==> config.mk <==
export PLATFORM = sky130hd
export DESIGN_NAME = csa_wide_adder
export DESIGN_NICKNAME = d
export VERILOG_FILES = /design/src/rtl/csa_pkg.sv /design/src/rtl/csa_slice.sv /design/src/rtl/csa_spec_stage.sv /design/src/rtl/csa_wide_adder.sv
export SDC_FILE = /design/constraint.sdc
export NUM_CORES = 1
export LEC_CHECK = 0
export BUFFER_PORTS_ARGS = -buffer_cell sky130_fd_sc_hd__buf_2
export CAP_MARGIN = 20
export CORE_ASPECT_RATIO = 0.6
export CORE_MARGIN = 4
export CORE_UTILIZATION = 45
export DETAILED_ROUTE_END_ITERATION = 7
export MAX_ROUTING_LAYER = met4
export PLACE_DENSITY = 0.72
export SLEW_MARGIN = 20
export SYNTH_ARGS = -nofsm -noshare
export SYNTH_HDL_FRONTEND = slang
export SYNTH_HIERARCHICAL = 1
export SYNTH_SLANG_ARGS = --single-unit
==> constraint.sdc <==
create_clock -name vclk -period 4.15
set_clock_uncertainty 0.1 [all_clocks]
set_input_delay 0.415 -clock vclk [all_inputs]
set_output_delay 0.415 -clock vclk [all_outputs]
set_load 0.01 [all_outputs]
==> src/rtl/csa_pkg.sv <==
package csa_pkg;
    localparam int CSA_DEF_WIDTH = 64;
    localparam int CSA_DEF_SLICE = 32;

    function automatic int csa_seg_count(input int width, input int slice_w);
        return width / slice_w;
    endfunction
endpackage

==> src/rtl/csa_slice.sv <==
module csa_slice #(
    parameter int W = 32
) (
    input  logic [W-1:0] a_in,
    input  logic [W-1:0] b_in,
    input  logic         c_in,
    output logic [W-1:0] s_out,
    output logic         c_out
);
    logic [W:0] total_d;

    always_comb begin
        total_d = {1'b0, a_in} + {1'b0, b_in} + {{W{1'b0}}, c_in};
    end

    assign s_out = total_d[W-1:0];
    assign c_out = total_d[W];
endmodule

==> src/rtl/csa_spec_stage.sv <==
module csa_spec_stage #(
    parameter int W = 32
) (
    input  logic [W-1:0] a_in,
    input  logic [W-1:0] b_in,
    input  logic         sel_carry,
    output logic [W-1:0] s_out,
    output logic         c_out
);
    logic [W-1:0] sum_c0_d, sum_c1_d;
    logic         cy_c0_d, cy_c1_d;

    // copy that assumes no incoming carry
    csa_slice #(.W(W)) slice_c0_i (
        .a_in (a_in),
        .b_in (b_in),
        .c_in (1'b0),
        .s_out(sum_c0_d),
        .c_out(cy_c0_d)
    );

    // copy that assumes an incoming carry
    csa_slice #(.W(W)) slice_c1_i (
        .a_in (a_in),
        .b_in (b_in),
        .c_in (1'b1),
        .s_out(sum_c1_d),
        .c_out(cy_c1_d)
    );

    always_comb begin
        if (sel_carry) begin
            s_out = sum_c1_d;
            c_out = cy_c1_d;
        end else begin
            s_out = sum_c0_d;
            c_out = cy_c0_d;
        end
    end
endmodule

==> src/rtl/csa_wide_adder.sv <==
module csa_wide_adder #(
    parameter int WIDTH   = csa_pkg::CSA_DEF_WIDTH,
    parameter int SLICE_W = csa_pkg::CSA_DEF_SLICE
) (
    input  logic [WIDTH-1:0] opnd_a,
    input  logic [WIDTH-1:0] opnd_b,
    input  logic             carry_in,
    output logic [WIDTH-1:0] sum_out,
    output logic             carry_out
);
    localparam int NSEG = csa_pkg::csa_seg_count(WIDTH, SLICE_W);

    // seg_cy_d[k] is the real carry entering segment k
    logic [NSEG:0] seg_cy_d;

    assign seg_cy_d[0] = carry_in;

    csa_slice #(.W(SLICE_W)) low_slice_i (
        .a_in (opnd_a[SLICE_W-1:0]),
        .b_in (opnd_b[SLICE_W-1:0]),
        .c_in (seg_cy_d[0]),
        .s_out(sum_out[SLICE_W-1:0]),
        .c_out(seg_cy_d[1])
    );

    for (genvar g = 1; g < NSEG; g++) begin : g_spec
        csa_spec_stage #(.W(SLICE_W)) stage_i (
            .a_in     (opnd_a[g*SLICE_W +: SLICE_W]),
            .b_in     (opnd_b[g*SLICE_W +: SLICE_W]),
            .sel_carry(seg_cy_d[g]),
            .s_out    (sum_out[g*SLICE_W +: SLICE_W]),
            .c_out    (seg_cy_d[g+1])
        );
    end

    assign carry_out = seg_cy_d[NSEG];
endmodule

==> results.sh <==
export IMPL_status="finished clean"
export IMPL_power_density_nw_per_um2=211.4
export IMPL_dp_cells=1142
export IMPL_fin_crit_sh_pct=96.18
export IMPL_final_cell_mix="194 x buf_2, 98 x a21oi_1, 93 x ha_1, 66 x nand2_1, 47 x xnor2_1"
export IMPL_crit_fanout=33
export IMPL_tns_ps=0
export IMPL_n_clock_buffer=0
export IMPL_flops_and_latches=0
export IMPL_hold_path_class="primary input to output port"
export IMPL_ant_nets=0
export IMPL_area_growth_pct=17.50
export IMPL_layout_setup_ws_ps=158.6
export IMPL_crit_arrival_ps=3480
export IMPL_grt_max_degree=34
export IMPL_viasPerCell=6.030
export IMPL_layout_nets=1203
export IMPL_post_synth_top_area_fraction_pct=19.28
export IMPL_power_frac_clock_pct=0
export IMPL_dr_total_vias=6898
export IMPL_layout_commonest_cell="buf_2"
export IMPL_die_h_microns=97.71
export IMPL_fmax_mhz=250.5
export IMPL_hold_viol_final=0
export IMPL_ys_seq_area_share_pct=0
export IMPL_slew_headroom_pct=58.24
export IMPL_fin_crit_ps=3991
export IMPL_grt_pass1_vias=6327
export IMPL_drv_slew=0
export IMPL_syn_inst=795
export IMPL_route_detailed_drc=0
export IMPL_synth_distinct_cells=83
export IMPL_rsz0062_at_grt="no"
export IMPL_hold_ws_ps=1079
export IMPL_max_cap_viol_count=0
export IMPL_nFillCells=1341
export IMPL_finalSetupViolations=0
export IMPL_drive_above_1_share_pct=27.13
export IMPL_ys_top_cells_by_area="ha_1 19%, a21oi_1 8.1%, mux2_4 7.5%"
export IMPL_rows=32
export IMPL_core_area_sq_um=12970
export IMPL_combPwrFrac_pct=100.0
export IMPL_syn_avg_cell_area_sq_um=7.592
export IMPL_overflow=0
export IMPL_avgRoutedWirePerCell_microns=18.09
export IMPL_seqCellArea_sq_um=0
export IMPL_worst_pin_slew_ps=618.4
export IMPL_dp_hpwl_mm=18.02
export IMPL_leakage_nw=3.453
export IMPL_required_ps=3630
export IMPL_dr_pass1_iters=5
export IMPL_die_w_microns=157.5
export IMPL_place_congestion=1.052
export IMPL_crit_path_end_kind="output port"
export IMPL_start_util_pct=46.53
export IMPL_grt_first_pass_wirelength_mm=32.20
export IMPL_cp_endpoint="sum_out[44]"
export IMPL_cellInternalPower_w=0.0006662
export IMPL_start_kind="primary input"
export IMPL_ys_warn_count=6
export IMPL_io_buffers=194
export IMPL_layout_cells_non_filler=1144
export IMPL_swShare_pct=55.56
export IMPL_netlist_area_sq_um=6036
export IMPL_drt_wl_total_mm=20.69
export IMPL_dieArea_sq_um=15390
export IMPL_post_place_ws_ps=169.8
export IMPL_pwr_share_seq_pct=0
export IMPL_post_cts_resize_count=0
export IMPL_drt_iter0_markers=443
export IMPL_antenna_found_initial=1
export IMPL_synth_fp_nets=1023
export IMPL_num_io_pins=194
export IMPL_startpoint="opnd_a[0]"
export IMPL_path_class="primary input to output port"
export IMPL_synth_top_area_cell="ha_1"
export IMPL_track_usage_pct=25.81
export IMPL_irDropWorstVdd_mv=0.1170
export IMPL_power_switching_w=0.0008328
## area by class of cell
cell class | count | area (sq um) | area share (%)
Multi-Input combinational cell | 754 | 5788 | 81.62
Tap cell | 170 | 212.7 | 2.999
Antenna cell | 1 | 2.502 | 0.03529
Inverter | 22 | 82.58 | 1.164
Timing Repair Buffer | 197 | 1006 | 14.18
## power groups by stage
stage | combinational [W] | clock [W] | sequential, W
2_1_floorplan | 0.00103 | 0 | 0
3_3_place_gp | 0.00146 | 0 | 0
3_5_place_dp | 0.00146 | 0 | 0
4_1_cts | 0.00147 | 0 | 0
5_1_grt | 0.00162 | 0.0000000000322 | 0
6_report | 0.00150 | 0.0000000000322 | 0
## kinds of logic after synthesis
| family | count (synthesis) | share of synthesized area (%) |
|---|---|---|
| other cells | 2 | 0.1244 |
| simple gates | 222 | 18.78 |
| mux | 35 | 8.354 |
| buf+inv | 41 | 4.125 |
| xor+xnor | 81 | 11.75 |
| compound gates | 315 | 35.59 |
| fa+ha+maj | 99 | 21.27 |
## critical path: stages
cell	delay, ps
buf_2	110
fa_1	480
fa_1	450
a211oi_2	270
o21a_1	180
o21ai_1	120
nand3b_1	160
a31oi_1	90
or3_2	500
buf_12	230
mux2_4	330
buf_2	140
## metrics by stage
stage	cell area (sq um)	power, W	util (%)
after floorplan	6036	0.001032	-
after global placement	7082	0.001460	54.59
after detailed placement	7082	0.001462	54.59
after CTS	7082	0.001473	54.59
after global routing	7092	0.001619	54.67
final	7092	0.001499	54.67
## repair_timing
action	4_1_cts	5_1_grt
buffers inserted	0	1
endpoints found under the setup margin	0	22
hold buffers	0	0
## worst min path at each step
stage / slack (ps) / end / depth (start not counted) / from
6_report: 1080 / sum_out[0] / 3 / carry_in
5_1_grt: 1110 / sum_out[0] / 3 / carry_in
4_1_cts: 1080 / sum_out[0] / 3 / carry_in
3_5_place_dp: 1080 / sum_out[0] / 3 / carry_in
3_3_place_gp: 1070 / sum_out[0] / 3 / carry_in
2_1_floorplan: 920 / sum_out[0] / 1 / carry_in
## Yosys cell counts, types with 10 or more instances
cell      number
a21oi_1       98
ha_1          93
nand2_1       66
xnor2_1       47
nor2_1        45
a21o_1        41
o21ai_0       35
xor2_1        34
mux2_4        30
inv_1         21
nand3_1       20
o21a_1        17
nand4_1       15
a211oi_1      13
nor3_1        13
and3_1        11
o21ai_1       11
o21bai_1      11
a31oi_1       10
o211ai_1      10
## per-layer routing
layer  vias to the layer above  part of all wire, %  global-route usage, %  routed length (microns)
met2                       323                   41                  36.47                     8424
met5                         -                    0                      -                        0
li1                       3403                    -                      -                        -
met1                      3166                   50                  40.83                    10370
met3                         6                  9.0                  3.204                     1864
met4                         0                 0.16                 0.4627                       33
No activity file was read; power rests on OpenSTA's default activity.
